`src/rtl/i2cf_pkg.sv`:
```
package i2cf_pkg;

    localparam int CMD_W  = 10;
    localparam int IRQ_N  = 5;
    localparam int THR_W  = 2;

    localparam int B_TXRDY = 0;
    localparam int B_RXRDY = 1;
    localparam int B_NACK  = 2;
    localparam int B_ARB   = 3;
    localparam int B_RXOVF = 4;

    localparam int W_CMD    = 0;
    localparam int W_RXDATA = 1;
    localparam int W_CTRL   = 2;
    localparam int W_IEN    = 3;
    localparam int W_ISTAT  = 4;
    localparam int W_CORE   = 5;
    localparam int W_CMDLVL = 6;
    localparam int W_RXLVL  = 7;
    localparam int W_SCLLO  = 8;
    localparam int W_SCLHI  = 9;
    localparam int W_HOLD   = 10;

    typedef logic [IRQ_N-1:0] irq_vec_t;

    typedef struct packed {
        logic [THR_W-1:0] rx_thr;
        logic [THR_W-1:0] cmd_thr;
        logic             fast;
        logic             en;
    } ctrl_t;

    function automatic logic tx_ready(input int level, input int thr);
        return level <= thr;
    endfunction

    function automatic logic rx_ready(input int level, input int thr);
        return level >= thr + 1;
    endfunction

endpackage

```
`src/rtl/i2cf_fifo.sv`:
```
module i2cf_fifo #(
    parameter int W     = 8,
    parameter int DEPTH = 4,
    localparam int PTR_W = (DEPTH > 1) ? $clog2(DEPTH) : 1,
    localparam int LVL_W = $clog2(DEPTH + 1)
) (
    input  logic             clk,
    input  logic             rst,
    input  logic             push,
    input  logic [W-1:0]     din,
    input  logic             pop,
    output logic [W-1:0]     dout,
    output logic             full,
    output logic             empty,
    output logic [LVL_W-1:0] level
);
    logic [W-1:0]     mem [DEPTH];
    logic [PTR_W-1:0] wr_ptr, rd_ptr;
    logic             push_ok, pop_ok;

    assign full    = (level == LVL_W'(DEPTH));
    assign empty   = (level == '0);
    assign push_ok = push && !full;
    assign pop_ok  = pop && !empty;
    assign dout    = mem[rd_ptr];

    function automatic logic [PTR_W-1:0] nxt(input logic [PTR_W-1:0] p);
        return (p == PTR_W'(DEPTH - 1)) ? '0 : p + 1'b1;
    endfunction

    always_ff @(posedge clk) begin
        if (rst) begin
            wr_ptr <= '0;
            rd_ptr <= '0;
            level  <= '0;
        end else begin
            if (push_ok) begin
                mem[wr_ptr] <= din;
                wr_ptr      <= nxt(wr_ptr);
            end
            if (pop_ok) rd_ptr <= nxt(rd_ptr);
            if (push_ok && !pop_ok)      level <= level + 1'b1;
            else if (pop_ok && !push_ok) level <= level - 1'b1;
        end
    end

    assert_no_overflow_R2: assert property (@(posedge clk) disable iff (rst)
        level <= LVL_W'(DEPTH));

    assert_full_drop_R2: assert property (@(posedge clk) disable iff (rst)
        (push && full && !pop) |=> (level == LVL_W'(DEPTH)));

endmodule

```
`src/rtl/i2cf_irq.sv`:
```
module i2cf_irq
    import i2cf_pkg::*;
(
    input  logic     clk,
    input  logic     rst,
    input  irq_vec_t set_vec,
    input  irq_vec_t clr_vec,
    input  irq_vec_t en_vec,
    output irq_vec_t status,
    output logic     irq
);
    always_ff @(posedge clk) begin
        if (rst) status <= '0;
        else     status <= (status & ~clr_vec) | set_vec;
    end

    assign irq = |(status & en_vec);

    assert_w1c_R8: assert property (@(posedge clk) disable iff (rst)
        (|(clr_vec & ~set_vec)) |=> ((status & $past(clr_vec & ~set_vec)) == '0));

    assert_latch_R7: assert property (@(posedge clk) disable iff (rst)
        (|set_vec) |=> ((status & $past(set_vec)) == $past(set_vec)));

    assert_keep_R8: assert property (@(posedge clk) disable iff (rst)
        (clr_vec == '0) |=> ((status & $past(status)) == $past(status)));

endmodule

```
`src/rtl/i2c_csr_front.sv`:
```
module i2c_csr_front
    import i2cf_pkg::*;
#(
    parameter int CMD_DEPTH = 4,
    parameter int RX_DEPTH  = 4,
    parameter int CNT_W     = 16,
    parameter int ADDR_W    = 6
) (
    input  logic              clk,
    input  logic              rst,
    input  logic              wr_en,
    input  logic              rd_en,
    input  logic [ADDR_W-1:0] addr,
    input  logic [31:0]       wdata,
    output logic [31:0]       rdata,
    output logic              irq,
    output logic [9:0]        eng_cmd_data,
    output logic              eng_cmd_valid,
    input  logic              eng_cmd_pop,
    input  logic              eng_rx_valid,
    input  logic [7:0]        eng_rx_data,
    input  logic              eng_nack,
    input  logic              eng_arb_lost,
    input  logic              eng_busy,
    output logic              core_en,
    output logic              fast_mode,
    output logic [CNT_W-1:0]  scl_low_cnt,
    output logic [CNT_W-1:0]  scl_high_cnt,
    output logic [CNT_W-1:0]  sda_hold_cnt
);
    localparam int WORD_W    = ADDR_W - 2;
    localparam int CMD_LVL_W = $clog2(CMD_DEPTH + 1);
    localparam int RX_LVL_W  = $clog2(RX_DEPTH + 1);

    logic [WORD_W-1:0]    word;
    ctrl_t                ctrl;
    irq_vec_t             ien, status, set_vec, clr_vec;
    logic                 cmd_push, cmd_full, cmd_empty;
    logic [CMD_LVL_W-1:0] cmd_level;
    logic                 rx_pop, rx_full, rx_empty;
    logic [RX_LVL_W-1:0]  rx_level;
    logic [7:0]           rx_head;
    logic [31:0]          rd_mux;

    assign word     = addr[ADDR_W-1:2];
    assign cmd_push = wr_en && (word == WORD_W'(W_CMD));
    assign rx_pop   = rd_en && (word == WORD_W'(W_RXDATA));

    i2cf_fifo #(.W(CMD_W), .DEPTH(CMD_DEPTH)) u_cmd_fifo (
        .clk   (clk),
        .rst   (rst),
        .push  (cmd_push),
        .din   (wdata[CMD_W-1:0]),
        .pop   (eng_cmd_pop),
        .dout  (eng_cmd_data),
        .full  (cmd_full),
        .empty (cmd_empty),
        .level (cmd_level)
    );

    i2cf_fifo #(.W(8), .DEPTH(RX_DEPTH)) u_rx_fifo (
        .clk   (clk),
        .rst   (rst),
        .push  (eng_rx_valid),
        .din   (eng_rx_data),
        .pop   (rx_pop),
        .dout  (rx_head),
        .full  (rx_full),
        .empty (rx_empty),
        .level (rx_level)
    );

    assign eng_cmd_valid = !cmd_empty;

    always_comb begin
        set_vec          = '0;
        set_vec[B_TXRDY] = tx_ready(int'(cmd_level), int'(ctrl.cmd_thr));
        set_vec[B_RXRDY] = rx_ready(int'(rx_level), int'(ctrl.rx_thr));
        set_vec[B_NACK]  = eng_nack;
        set_vec[B_ARB]   = eng_arb_lost;
        set_vec[B_RXOVF] = eng_rx_valid && rx_full;
        clr_vec = (wr_en && (word == WORD_W'(W_ISTAT))) ? wdata[IRQ_N-1:0] : '0;
    end

    i2cf_irq u_irq (
        .clk     (clk),
        .rst     (rst),
        .set_vec (set_vec),
        .clr_vec (clr_vec),
        .en_vec  (ien),
        .status  (status),
        .irq     (irq)
    );

    always_ff @(posedge clk) begin
        if (rst) begin
            ctrl         <= '0;
            ien          <= '0;
            scl_low_cnt  <= '0;
            scl_high_cnt <= '0;
            sda_hold_cnt <= '0;
        end else if (wr_en) begin
            case (word)
                WORD_W'(W_CTRL):  ctrl         <= ctrl_t'(wdata[$bits(ctrl_t)-1:0]);
                WORD_W'(W_IEN):   ien          <= wdata[IRQ_N-1:0];
                WORD_W'(W_SCLLO): scl_low_cnt  <= wdata[CNT_W-1:0];
                WORD_W'(W_SCLHI): scl_high_cnt <= wdata[CNT_W-1:0];
                WORD_W'(W_HOLD):  sda_hold_cnt <= wdata[CNT_W-1:0];
                default: ;
            endcase
        end
    end

    assign core_en   = ctrl.en;
    assign fast_mode = ctrl.fast;

    always_comb begin
        rd_mux = '0;
        case (word)
            WORD_W'(W_RXDATA): rd_mux = rx_empty ? '0 : 32'(rx_head);
            WORD_W'(W_CTRL):   rd_mux = 32'(ctrl);
            WORD_W'(W_IEN):    rd_mux = 32'(ien);
            WORD_W'(W_ISTAT):  rd_mux = 32'(status);
            WORD_W'(W_CORE):   rd_mux = 32'(eng_busy);
            WORD_W'(W_CMDLVL): rd_mux = 32'(cmd_level);
            WORD_W'(W_RXLVL):  rd_mux = 32'(rx_level);
            WORD_W'(W_SCLLO):  rd_mux = 32'(scl_low_cnt);
            WORD_W'(W_SCLHI):  rd_mux = 32'(scl_high_cnt);
            WORD_W'(W_HOLD):   rd_mux = 32'(sda_hold_cnt);
            default:           rd_mux = '0;
        endcase
    end

    always_ff @(posedge clk) begin
        if (rst)        rdata <= '0;
        else if (rd_en) rdata <= rd_mux;
    end

    assert_rx_drop_R4: assert property (@(posedge clk) disable iff (rst)
        (eng_rx_valid && rx_full && !rx_pop) |=>
            (status[B_RXOVF] && rx_level == RX_LVL_W'(RX_DEPTH)));

    assert_txrdy_R5: assert property (@(posedge clk) disable iff (rst)
        (int'(cmd_level) <= int'(ctrl.cmd_thr)) |=> status[B_TXRDY]);

    assert_rxrdy_R6: assert property (@(posedge clk) disable iff (rst)
        (int'(rx_level) > int'(ctrl.rx_thr)) |=> status[B_RXRDY]);

    assert_valid_R1: assert property (@(posedge clk) disable iff (rst)
        (cmd_push && cmd_empty && !eng_cmd_pop) |=> eng_cmd_valid);

endmodule

```
`config.mk`:
```
export PLATFORM = sky130hd
export DESIGN_NAME = i2c_csr_front
export DESIGN_NICKNAME = d
export VERILOG_FILES = /design/src/rtl/i2cf_pkg.sv /design/src/rtl/i2cf_fifo.sv /design/src/rtl/i2cf_irq.sv /design/src/rtl/i2c_csr_front.sv
export SDC_FILE = /design/constraint.sdc
export NUM_CORES = 1
export LEC_CHECK = 0
export BUFFER_PORTS_ARGS = -buffer_cell sky130_fd_sc_hd__buf_4
export CELL_PAD_IN_SITES_DETAIL_PLACEMENT = 1
export CELL_PAD_IN_SITES_GLOBAL_PLACEMENT = 2
export CORE_ASPECT_RATIO = 1.25
export CORE_MARGIN = 3
export CORE_UTILIZATION = 35
export CTS_CLUSTER_SIZE = 28
export DETAILED_ROUTE_END_ITERATION = 7
export HOLD_SLACK_MARGIN = 0.12
export PLACE_DENSITY = 0.89
export SLEW_MARGIN = 20
export SYNTH_ARGS = -nofsm -noshare
export SYNTH_HDL_FRONTEND = slang
export SYNTH_SLANG_ARGS = --single-unit
```
`constraint.sdc`:
```
create_clock -name clk -period 3.1 [get_ports clk]
set_input_delay 0.155 -clock clk [delete_from_list [all_inputs] [get_ports clk]]
set_output_delay 0.155 -clock clk [all_outputs]
set_load 0.02 [all_outputs]
```
* Yosys cells after proc, flatten, opt, wreduce, memory -nomap -nowiden
Memories as Yosys holds them, arrays and structs flattened. A register that Yosys moved wholly into a read port is not among the register bits. Cells that the tools add are included. W data, S select, Z words.
Word-level totals: register bits 110, memory bits (writable) 72, input port bits 55, output and inout port bits 94, logic and storage cells 101, memories 2
Operators by class: add/subtract/negate cells 9, $lt $le $gt $ge 2, equality and inequality tests 16, mux-type cells 21, bitwise logic cells 4, reductions and logical operators 31
Memories:
- u_cmd_fifo.mem | depth 4, width 10, read ports 1, clocked after Yosys merged registers in 1, write ports 1, RTL line i2cf_fifo.sv:17 | logic [W-1:0] mem [DEPTH];
- u_rx_fifo.mem | depth 4, width 8, read ports 1, clocked after Yosys merged registers in 1, write ports 1, RTL line i2cf_fifo.sv:17
Operators by type and width (count):
- $pmux W16 S10 | 1
- $eq A4 B3 Y1 const B | 4
- $mux W2 | 8
- $eq A4 B4 Y1 const B | 3
- $logic_and A1 B1 Y1 | 12
- $mux W3 | 4
- $and A5 B5 Y5 | 2
- $reduce_and A2 Y1 | 5
- $add A2 B1 Y2 const B | 4
- $eq A2 B2 Y1 const B | 4
- $eq A4 B2 Y1 const B | 2
- $logic_not A1 Y1 | 8
- $mux W8 | 1
- $add A3 B1 Y3 const B | 2
- $eq A3 B3 Y1 const B | 2
- $logic_not A3 Y1 | 2
- $mux W1 | 6
- $sub A3 B1 Y3 const B | 2
- $mux W5 | 1
- $not A5 Y5 | 1
- $or A5 B5 Y5 | 1
- $reduce_or A5 Y1 | 1
- $eq A4 B1 Y1 const B | 1
- $logic_not A4 Y1 | 1
- other kinds (4) | 5

* Logic depth before layout (Yosys ltp)
Gate-level depths: netlist (run 1).
word-level depth 7, depth in mapped cells 11, depth with buffers taken out 9

* By module
Synthesis (run 1) repeated with hierarchy kept, for this count alone.
Unflattened totals: cells, all modules 674, area, all modules 7514.7 um^2
Modules (own cells, without submodules):
- i2c_csr_front | instances 1, cells an instance 457, area each 3754.9 um^2, sequential area each 1501.4 um^2
- i2cf_fifo at u_cmd_fifo | instances 1, cells an instance 102, area each 1924.3 um^2, sequential area each 1381.3 um^2
- i2cf_fifo at u_rx_fifo | instances 1, cells an instance 92, area each 1639.1 um^2, sequential area each 1141.1 um^2
- i2cf_irq | instances 1, cells an instance 23, area each 196.4 um^2, sequential area each 100.1 um^2

* Worst setup path before layout (run 1)
OpenSTA, ideal clock, no wires.
kind input port to flip-flop, from input port addr[4], to register u_cmd_fifo.level[2], library setup time 0.070 ns, arrival 2.250 ns, required time 3.030 ns, path slack 0.780 ns, stages on the path 11, buffers on the path 2, cell sequence buf_6 or3b_1 buf_2 a211o_4 inv_1 ha_1 inv_1 fa_1 xor2_1 or3_1 a21oi_1
On the way: longest elaborated chain between the ends 6, elaborated cells on any way between the ends 8, those cells by class mux: 1; reduce/logical: 7
Ends and longest elaborated chain:
- from (decl) | RTL line i2c_csr_front.sv:13 | input logic [ADDR_W-1:0] addr,
- $logic_not A4 Y1 * | RTL line i2c_csr_front.sv:46 | assign cmd_push = wr_en && (word == WORD_W'(W_CMD));
- $logic_and A1 B1 Y1 * | RTL line i2c_csr_front.sv:46
- $logic_and A1 B1 Y1 * | RTL line i2cf_fifo.sv:23 | assign push_ok = push && !full;
- $logic_not A1 Y1 | RTL line i2cf_fifo.sv:43 | else if (pop_ok && !push_ok) level <= level - 1'b1;
- $logic_and A1 B1 Y1 | RTL line i2cf_fifo.sv:43
- $reduce_bool A2 Y1 (no line)
- to (signal assigned) | RTL line i2cf_fifo.sv:42 | if (push_ok && !pop_ok) level <= level + 1'b1;
- to (signal assigned) | RTL line i2cf_fifo.sv:43
- to (decl) | RTL line i2cf_fifo.sv:15 | output logic [LVL_W-1:0] level
Mark *: on every way between the ends. The rest lies on a longest branch, timed or not. A chain may end at the register's enable or synchronous reset.

* Worst setup path in the final report (run 1)
from register u_cmd_fifo.level[0], to register u_cmd_fifo.level[2]
On the way: longest elaborated chain between the ends 6, elaborated cells on any way between the ends 15, those cells by class add/sub: 2; eq/ne: 1; mux: 2; reduce/logical: 10
Ends and longest elaborated chain:
- parallel branches: the longest is 6 deep, another holds $sub A3 B1 Y3
Several ways; the timed one is not identified. The select of a mux whose other input is x is not followed.

==> results of run 1 <==
[kinds of logic after synthesis]
group	Yosys count	synth area share (%)
other cells	1	0.0514
fa+ha+maj	20	3.63
mux	47	9.57
buf+inv	73	4.94
simple gates	204	12.4
compound gates	136	12.4
flops	170	56.5
xor+xnor	4	0.480
[cells in the mapped netlist, types with 2 or more instances]
cell / count / area share, %
a22o_1: 6 / 0.72
buf_2: 14 / 0.96
and3_1: 5 / 0.43
mux2_2: 2 / 0.31
nor3b_1: 5 / 0.51
o2bb2ai_1: 13 / 1.6
edfxtp_1: 72 / 30
clkbuf_1: 18 / 0.93
mux4_2: 18 / 5.6
nor2b_1: 5 / 0.43
nor3_1: 2 / 0.14
a21oi_1: 67 / 4.6
ha_1: 18 / 3.1
or3_1: 8 / 0.69
nand2_1: 115 / 5.9
o31ai_1: 5 / 0.51
nand3_1: 12 / 0.82
a2bb2oi_1: 4 / 0.48
buf_4: 16 / 1.6
nor2_1: 33 / 1.7
fa_1: 2 / 0.55
a22oi_1: 11 / 1.1
and2_1: 4 / 0.34
nand3b_1: 3 / 0.31
inv_1: 16 / 0.82
o21ai_0: 7 / 0.48
a32oi_1: 6 / 0.72
xor2_1: 4 / 0.48
mux2i_1: 27 / 3.7
buf_1: 7 / 0.36
dfxtp_1: 98 / 27
a211oi_1: 3 / 0.31
a221o_1: 2 / 0.27
nand2b_1: 6 / 0.51
a221oi_1: 4 / 0.48
a21o_1: 2 / 0.21
[layout make-up]
cell class / count / area share, %
sequential: 170 / 44.7
clock inverter: 12 / 1.80
inverter: 16 / 0.650
clock buffer: 20 / 4.73
timing repair buffer: 155 / 13.4
multi-input combinational: 427 / 31.1
tap: 270 / 3.66
[state kept, by name, summed over array words and instances (netlist names), named ones only]
name and flops:
u_cmd_fifo.mem 40, u_rx_fifo.mem 32, rdata 16, scl_high_cnt 16
scl_low_cnt 16, sda_hold_cnt 16, ien 5, u_irq.status 5
ctrl 4, u_cmd_fifo.level 3, u_rx_fifo.level 3, u_cmd_fifo.rd_ptr 2
u_cmd_fifo.wr_ptr 2, u_rx_fifo.rd_ptr 2, u_rx_fifo.wr_ptr 2, core_en 1
fast_mode 1
[placed cells by master, fill, tap and decap left out, drive strengths merged, types with 13 or more instances in the layout]
master,instances
mux4,18
dlygate4sd3,30
buf,125
nand2,115
edfxtp,72
dfxtp,98
clkbuf,20
mux2i,27
inv,20
a21oi,67
conb,16
nor2,33
ha,18
o2bb2ai,13
[worst paths after layout]
| path | end | cells after the start | slack, ns | from |
|---|---|---|---|---|
| worst max register to register | u_cmd_fifo.level[2]$_SDFFE_PP0P_ | 9 | 0.75 | u_cmd_fifo.level[0]$_SDFFE_PP0P_ |
| worst max-delay path | u_cmd_fifo.level[2]$_SDFFE_PP0P_ | 9 | 0.75 | u_cmd_fifo.level[0]$_SDFFE_PP0P_ |
| worst min register to register | sda_hold_cnt[6]$_SDFFE_PP0P_ | 2 | 0.47 | sda_hold_cnt[6]$_SDFFE_PP0P_ |
| worst min-delay path | u_irq.status[2]$_SDFF_PP0_ | 4 | 0.15 | wr_en |
[power by group]
part / switching (mW) / leakage, nW / internal, mW
clock network: 0.921 / 0.287 / 1.28
registers: 0.125 / 1.44 / 2.42
logic: 0.419 / 1.75 / 0.369
[metal layers]
metal	up-vias	share of wire, %	GRT usage, %
li1	2592	-	-
met4	0	2.3	6.75
met5	-	0	0
met3	34	4.8	4.30
met2	133	51	31.8
met1	2722	42	22.6
[worst min-delay path, cell delays in order]
cell     delay [ns]
buf_4          0.16
nand3_1        0.09
a21oi_1        0.06
nor2_1         0.07
[metrics by stage]
stage,hold slack [ns],std cells,total power [mW],instance area (sq um)
finish,0.147,1070,5.54,9230
global route,0.171,1070,5.76,9230
CTS,0.130,1070,5.59,9230
detailed placement,0.360,1008,3.36,8330
global placement,0.356,1008,3.33,8330
floorplan,0.254,670,3.08,7350
==> impl_metrics.csv, run 1 <==
group,metric,value,unit
yosys,ys_warn_count,0,
hold_path,hold_class,"in2reg",
layout,syn2layout_area_growth,26.5,%
run,maxCapViolCount,0,
yosys,synth_flop_cell,"dfxtp_1",
clock_network,insertion_delay,0.43,ns
sta,finalSetupViolations,0,
global_routing,grt_max_degree,70,
critical_path,worstPathArrival,2.71,ns
yosys,ys_ff_latch,170,
sta,tightestPinTransition,0.989,ns
global_routing,grt_pass1_wl,32.2,mm
clock_network,cts_max_path_buffers,2,
place,place.gp.congestion,0.817,
clock_network,clkTransAtPathRegs,0.06,ns
sta,hold_viol,0,
yosys,synth-edff-count,72,
floorplan,fp.dieW,135,um
clock_network,post-cts-setup-buffers,0,
critical_path,cp_slowest_cell,"dfxtp_1",
layout,n_antenna_cell,0,
floorplan,initial_utilization,35.9,%
critical_path,endpoint_kind,"flop",
place,post-place-ws,0.538,ns
critical_path,critPathMaxFanout,8,
floorplan,rows,58,
clock_network,hold_buffers,30,
floorplan,dieHeight,167,um
critical_path,critPathMaxStageDelay,0.46,ns
sta,setup_ws,0.754,ns
global_routing,grt_usage,18.5,%
sta,drv_slew,0,
drt,ant_nets,0,
critical_path,cpMostUsedCell,"inv_1",
global_routing,grt_overflow,0,
sta,clock.fmax,426,MHz
power,leakage,3.48,nW
critical_path,worstPathRequired,3.46,ns
layout,nNetsFinal,862,
clock_network,numCtsBuffers,17,
sta,tns,0,ns
global_routing,grt_pass1_vias,5564,
power,power_density,600,nW/um^2
layout,final_util,45.4,%
yosys,async_flop_share,0,%
sta,skew,0.00881,ns
status,status,"finished, final reports clean",
yosys,ys_seq_area_share,56.5,%
floorplan,die_area,22600,sq um
place,portBuffers,114,
global_routing,antenna_found_initial,0,
floorplan,io_pins,149,
place,place_hpwl,14.9,mm
clock_network,cts_tree,"yes",
sta,rsz0062_at_grt,"no",
layout,final_layout_size_suffix_gt1_share,22.0,%
critical_path,critPathKind,"reg2reg",
yosys,synth_area_per_cell,11.1,sq um
drt,wire_per_inst,19.5,um
critical_path,critical_path_buf_inv_count,2,
sta,min_period,2.35,ns
layout,multi_input_area,2870,sq um
yosys,synth_cell_types,51,
clock_network,cts-root-buf,"clkbuf_16",
critical_path,critPathTopFamily,"adder cells",
drt,dr.pass1.iters,7,
sta,maxSlewHeadroom,33.1,%
clock_network,cts_resized,0,
sta,fin_crit_sh,75.7,%
critical_path,crit_chain,"nor2_1, a211o_4, inv_1, ha_1, inv_1, fa_1, xor2_1, or3_1, a21oi_1",
layout,area.sequential,4120,sq um
drt,dr_total_vias,5481,
drt,drtIter0Drc,308,
drt,drc,0,
clock_network,htree_levels,4,
critical_path,critPathLaunchType,"flop",
drt,vias_per_cell,5.12,
clock_network,clock_sinks,170,
yosys,syn_area,7300,sq um
drt,routed_wl,20.9,mm
power,ir_worst_vdd,371,uV
layout,fill_cells,2199,
yosys,synthCells,655,
floorplan,core,20300,sq um
Power figures use the tool's default switching activity.
==> inputs of run 2 (changes only) <==
Clock period 3.1 ns to 2.3 ns, I/O delays scaled along.
==> run 2 against run 1 <==
  * Sequential power rose by 31%
  * Hold slack better by 0.072 ns
  * Cell area rose by 2.7%
  * Total power grew 37%
  * Clock skew is 0.0018 ns higher
  * Highest routed layer unchanged
  * Fmax increased by 8.3%
  * Combinational power is 57% higher
  * Final cell count rose by 2.7%
  * Non-clock buffer count grew 29
  * Critical path type unchanged
  * Sequential cell count unchanged
  * Critical path depth fell by 1
  * Global-route usage increased by 0.69 points
==> impl_metrics.csv, run 2 (synthesis gave the netlist of run 1 again) <==
group,metric,value,unit
global_routing,grt_overflow,0,
global_routing,grt_usage,19.2,%
critical_path,endpoint_kind,"flop",
sta,hold_viol,0,
clock_network,cts-root-buf,"clkbuf_16",
drt,wire_per_inst,19.4,um
clock_network,clock_sinks,170,
place,portBuffers,114,
sta,finalSetupViolations,0,
sta,min_period,2.17,ns
sta,drv_slew,0,
floorplan,initial_utilization,35.9,%
critical_path,critPathMaxFanout,6,
layout,final_common_cell,"buf_4",
critical_path,worstPathRequired,2.66,ns
floorplan,core,20300,sq um
global_routing,grt_pass1_vias,5802,
power,p_switching,2.02,mW
clock_network,numCtsBuffers,17,
floorplan,dieHeight,167,um
power,leakage,3.63,nW
drt,routed_wl,21.3,mm
run,maxCapViolCount,0,
floorplan,io_pins,149,
layout,nNetsFinal,891,
layout,n_antenna_cell,0,
sta,maxSlewHeadroom,65.0,%
sta,skew,0.0106,ns
power,comb_power_share,16.4,%
layout,largest_reg_flops,40,
clock_network,clkTransAtPathRegs,0.06,ns
clock_network,cts_tree,"yes",
hold_path,hold_class,"in2reg",
layout,largestRegisters,"u_cmd_fifo.mem: 40 flops, u_rx_fifo.mem: 32 flops",
critical_path,r2r_start,"u_rx_fifo.level[2]$_SDFFE_PP0P_",
clock_network,cts_max_path_buffers,2,
layout,multi_input_area,2880,sq um
clock_network,htree_levels,4,
sta,tightestPinTransition,0.525,ns
drt,drc,0,
critical_path,crit_end,"u_rx_fifo.level[2]$_SDFFE_PP0P_",
floorplan,rows,58,
critical_path,r2r_cells,8,
critical_path,rr_endpoint,"u_rx_fifo.level[2]$_SDFFE_PP0P_",
layout,fill_cells,2214,
drt,vias_per_cell,5.07,
floorplan,die_area,22600,sq um
power,clkPwrFrac,39.5,%
global_routing,grt_max_degree,44,
critical_path,worstPathArrival,2.53,ns
layout,final_layout_size_suffix_gt1_share,25.2,%
layout,regMostFlops,"u_cmd_fifo.mem",
power,power_density,801,nW/um^2
layout,final_util,46.7,%
sta,rsz0062_at_grt,"no",
power,p_int,5.57,mW
sta,clock.fmax,462,MHz
sta,fin_crit_sh,94.2,%
power,pwr-share-seq,44.2,%
drt,dr.pass1.iters,4,
floorplan,fp.dieW,135,um
layout,syn2layout_area_growth,29.9,%
clock_network,insertion_delay,0.44,ns
drt,dr_total_vias,5570,
critical_path,reg2reg_slack,0.13,ns
drt,drtIter0Drc,269,
critical_path,critPathLaunchType,"flop",
power,netSwitchingFraction,26.6,%
global_routing,antenna_found_initial,0,
sta,tns,0,ns
critical_path,crit_start,"u_rx_fifo.level[2]$_SDFFE_PP0P_",
critical_path,critPathKind,"reg2reg",
status,status,"finished, final reports clean",
place,place_hpwl,15.3,mm
layout,layout_common_cells,"buf_4 (151), nand2_1 (114), dfxtp_1 (97)",
drt,ant_nets,0,
place,place.gp.congestion,0.796,
layout,area.sequential,4130,sq um
sta,whs,0.219,ns
power,ir_worst_vdd,496,uV
hold_path,hold-path-cell-count,4,
global_routing,grt_pass1_wl,33.4,mm
run 2: through the flow:
| step | std cells | setup WS, ns | area (sq um) | power (mW) |
|---|---|---|---|---|
| 2_1_floorplan | 670 | 0.0198 | 7350 | 4.15 |
| 3_3_place_gp | 1033 | 0.0974 | 8520 | 4.55 |
| 3_5_place_dp | 1033 | 0.0306 | 8520 | 4.61 |
| 4_1_cts | 1098 | 0.0544 | 9460 | 7.64 |
| 5_1_grt | 1099 | 0.00526 | 9480 | 7.90 |
| 6_report | 1099 | 0.133 | 9480 | 7.59 |
run 2: how the worst min path moves through the flow:
stage | from | endpoint | slack (ns)
after floorplan | wdata[0] | u_cmd_fifo.mem[0][0]$_DFFE_PP_ | 0.21
after global placement | eng_rx_data[3] | u_rx_fifo.mem[2][3]$_DFFE_PP_ | 0.32
after detailed placement | eng_rx_data[4] | u_rx_fifo.mem[1][4]$_DFFE_PP_ | 0.32
after CTS | eng_busy | rdata[0]$_SDFFE_PP0P_ | 0.20
after global routing | eng_busy | rdata[0]$_SDFFE_PP0P_ | 0.22
final | eng_busy | rdata[0]$_SDFFE_PP0P_ | 0.22
run 2: area by class of cell:
cell class	count	share of cell area, %
Timing Repair Buffer	184	15.4
Clock buffer	17	4.49
Sequential cell	170	43.5
Clock inverter	15	1.98
Inverter	16	0.633
Multi-Input combinational cell	427	30.4
Tap cell	270	3.56
run 2: routing by layer:
| layer | vias up | routed length [um] | global-route usage [%] |
|---|---|---|---|
| met5 | - | 0 | 0 |
| met2 | 126 | 11200 | 33.3 |
| met1 | 2774 | 8580 | 23.3 |
| met3 | 27 | 1230 | 4.69 |
| li1 | 2643 | - | - |
| met4 | 0 | 318 | 6.27 |
run 2: critical path: stages, from the launching register on:
cell     delay [ns]
dfxtp_2        0.35
or3_4          0.39
nand4_1        0.11
ha_2           0.20
inv_1          0.05
fa_1           0.38
xor2_1         0.17
or3_1          0.30
a21oi_1        0.13
run 2: timing repair:
item / in CTS / in global routing
setup buffers: 0 / 1
setup endpoints to repair: 0 / 2
hold buffers: 33 / 0
gates resized for setup: 0 / 4
hold endpoints to repair: 149 / 0
run 2: power by group through the flow:
| stage | Clock [mW] | Sequential, mW | Combinational [mW] |
|---|---|---|---|
| 5_1_grt | 3.16 | 3.37 | 1.37 |
| 3_5_place_dp | 0 | 3.42 | 1.19 |
| 3_3_place_gp | 0 | 3.41 | 1.14 |
| 6_report | 3.00 | 3.35 | 1.24 |
| 4_1_cts | 3.04 | 3.35 | 1.24 |
| 2_1_floorplan | 0 | 3.43 | 0.726 |
==> inputs of run 3 (changes only) <==
Settings changed: BUFFER_PORTS_ARGS -buffer_cell sky130_fd_sc_hd__buf_4 to default, CORE_UTILIZATION 35 to 40, DONT_BUFFER_PORTS from default to 1, PLACE_DENSITY 0.89 to 0.88.
==> run 3 against run 2 <==
  * Utilization increased by 2.0 points
  * Combinational power decreased by 16%
  * Clock-buffer cell count increased by 1
  * Worst setup slack got worse by 0.029 ns
  * Critical path depth increased by 1
  * Via count decreased by 5.9%
  * Critical endpoint is now u_cmd_fifo.level[2]$_SDFFE_PP0P_
  * Largest cell class unchanged
  * Largest power group unchanged
  * Highest routed layer unchanged
==> impl_metrics.csv, run 3 (synthesis gave the netlist of run 1 again) <==
group,metric,value,unit
status,status,"finished, final reports clean",
layout,final_common_cell,"nand2_1",
critical_path,worstPathArrival,2.55,ns
layout,syn2layout_area_growth,18.1,%
sta,finalSetupViolations,0,
floorplan,initial_utilization,41.2,%
clock_network,cts_max_path_buffers,2,
place,place_inst,856,
power,leakage,3.04,nW
critical_path,critPathMaxFanout,6,
drt,drt-met1-wl,7.85,mm
layout,largestRegisters,"u_cmd_fifo.mem: 40 flops, u_rx_fifo.mem: 32 flops",
drt,top_layer,"met4",
run,maxCapViolCount,0,
critical_path,cp_slowest_cell,"dfxtp_4",
hold_path,hold_class,"in2reg",
layout,nNetsFinal,775,
critical_path,crit_chain,"nor2_1, a211o_4, inv_2, ha_4, inv_1, fa_1, xor2_1, or3_1, a21oi_2",
critical_path,r2r_start,"u_cmd_fifo.level[0]$_SDFFE_PP0P_",
drt,dr.pass1.iters,4,
global_routing,grt_overflow,0,
critical_path,rr_endpoint,"u_cmd_fifo.level[2]$_SDFFE_PP0P_",
drt,drtIter0Drc,304,
drt,routed_wl,21.2,mm
global_routing,antenna_found_initial,0,
place,portBuffers,0,
layout,layout_common_cells,"nand2_1 (114), dfxtp_1 (96), edfxtp_1 (72)",
clock_network,clock_sinks,170,
layout,n_antenna_cell,0,
drt,vias_per_cell,5.59,
clock_network,insertion_delay,0.44,ns
drt,wl_met2,11.2,mm
layout,finalNonFillerCells,937,
floorplan,die_area,19900,sq um
floorplan,core,17700,sq um
layout,largest_reg_flops,40,
layout,final_layout_size_suffix_gt1_share,12.2,%
drt,wire_per_inst,22.7,um
floorplan,io_pins,149,
critical_path,critPathMaxStageDelay,0.39,ns
floorplan,fp.dieW,127,um
hold_path,hold-path-cell-count,4,
clock_network,cts-root-buf,"clkbuf_16",
floorplan,rows,54,
clock_network,htree_levels,4,
clock_network,cts_tree,"yes",
critical_path,critPathLaunchType,"flop",
drt,wl_met3,1.58,mm
power,power_density,861,nW/um^2
sta,skew,0.00632,ns
critical_path,r2r_cells,9,
power,ir_worst_vdd,398,uV
critical_path,reg2reg_slack,0.10,ns
drt,ant_nets,0,
sta,fin_crit_sh,95.5,%
critical_path,worstPathRequired,2.66,ns
critical_path,critical_path_buf_inv_count,2,
sta,maxSlewHeadroom,52.9,%
sta,hold_viol,0,
clock_network,numCtsBuffers,17,
clock_network,clkTransAtPathRegs,0.07,ns
critical_path,critPathKind,"reg2reg",
sta,drv_slew,0,
hold_path,min_to,"scl_high_cnt[5]$_SDFFE_PP0P_",
sta,clock.fmax,455,MHz
critical_path,endpoint_kind,"flop",
sta,min_period,2.20,ns
drt,dr_total_vias,5242,
power,power,7.42,mW
place,place.gp.congestion,0.882,
global_routing,grt_max_degree,98,
global_routing,grt_pass1_vias,5626,
drt,drc,0,
floorplan,dieHeight,157,um
sta,tightestPinTransition,0.706,ns
global_routing,grt_usage,21.6,%
global_routing,grt_pass1_wl,32.9,mm
place,place_hpwl,15.0,mm
hold_path,min_from,"wr_en",
critical_path,critPathTopFamily,"compound AO/OA/AOI/OAI gates",
layout,regMostFlops,"u_cmd_fifo.mem",
==> run 3: metal layers <==
layer / GRT usage [%] / up-vias
li1: - / 2418
met1: 23.5 / 2634
met2: 38.1 / 149
met3: 7.71 / 41
met4: 9.15 / 0
met5: 0 / -
==> run 3: worst max-delay path by stage <==
| stage | start | slack, ns | endpoint | depth (start not counted) |
|---|---|---|---|---|
| floorplan | addr[4] | 0.02 | u_cmd_fifo.level[2]$_SDFFE_PP0P_ | 11 |
| global placement | u_cmd_fifo.level[0]$_SDFFE_PP0P_ | 0.06 | u_cmd_fifo.level[2]$_SDFFE_PP0P_ | 9 |
| detailed placement | u_cmd_fifo.level[0]$_SDFFE_PP0P_ | -0.09 | u_cmd_fifo.level[2]$_SDFFE_PP0P_ | 9 |
| CTS | u_cmd_fifo.level[0]$_SDFFE_PP0P_ | 0.003 | u_cmd_fifo.level[2]$_SDFFE_PP0P_ | 9 |
| global route | u_cmd_fifo.level[2]$_SDFFE_PP0P_ | -0.01 | u_cmd_fifo.level[2]$_SDFFE_PP0P_ | 8 |
| finish | u_cmd_fifo.level[0]$_SDFFE_PP0P_ | 0.10 | u_cmd_fifo.level[2]$_SDFFE_PP0P_ | 9 |
==> run 3: area by class of cell <==
type / count / area [sq um]
multi-input cells: 427 / 2900
well taps: 224 / 280
clock inverters: 14 / 184
fillers: 1870 / 9080
inverters: 16 / 60.1
clock buffers: 18 / 429
repair buffers: 68 / 638
flip-flops and latches: 170 / 4130
==> run 3: what timing repair did <==
action                                  CTS  global route
hold buffers                             44             0
buffers inserted                          0             5
endpoints found under the setup margin    1             2
gates resized for setup                   3             7
endpoints found under the hold margin   210             0
pin swaps                                 0             3
==> run 3: where the power goes <==
group	internal (mW)	switching (mW)	total, mW
registers	3.27	0.160	3.43
logic	0.478	0.564	1.04
clock network	1.65	1.30	2.95
total	5.40	2.03	7.42
==> run 3: worst reg2reg max path, delay by kind of cell, from the launching register on <==
kind	cells	cell delay [ns]
xor gates and xnor gates	1	0.16
DFF	1	0.39
and+or+nand+nor	2	0.39
adders and majority gates	2	0.52
buffers and inverters	2	0.15
AOI/OAI and AO/OA	2	0.52
==> run 3: metrics by stage <==
step                cell area (sq um)  hold WS (ns)  utilization (%)  setup TNS [ns]  setup slack (ns)
finish                           8620         0.141             48.7               0             0.104
global route                     8620         0.137             48.7         -0.0120           -0.0109
CTS                              8550         0.121             48.3               0           0.00332
detailed placement               7480         0.205             42.2         -0.0904           -0.0904
global placement                 7480         0.199             42.2               0            0.0644
floorplan                        7350         0.214                -               0            0.0198
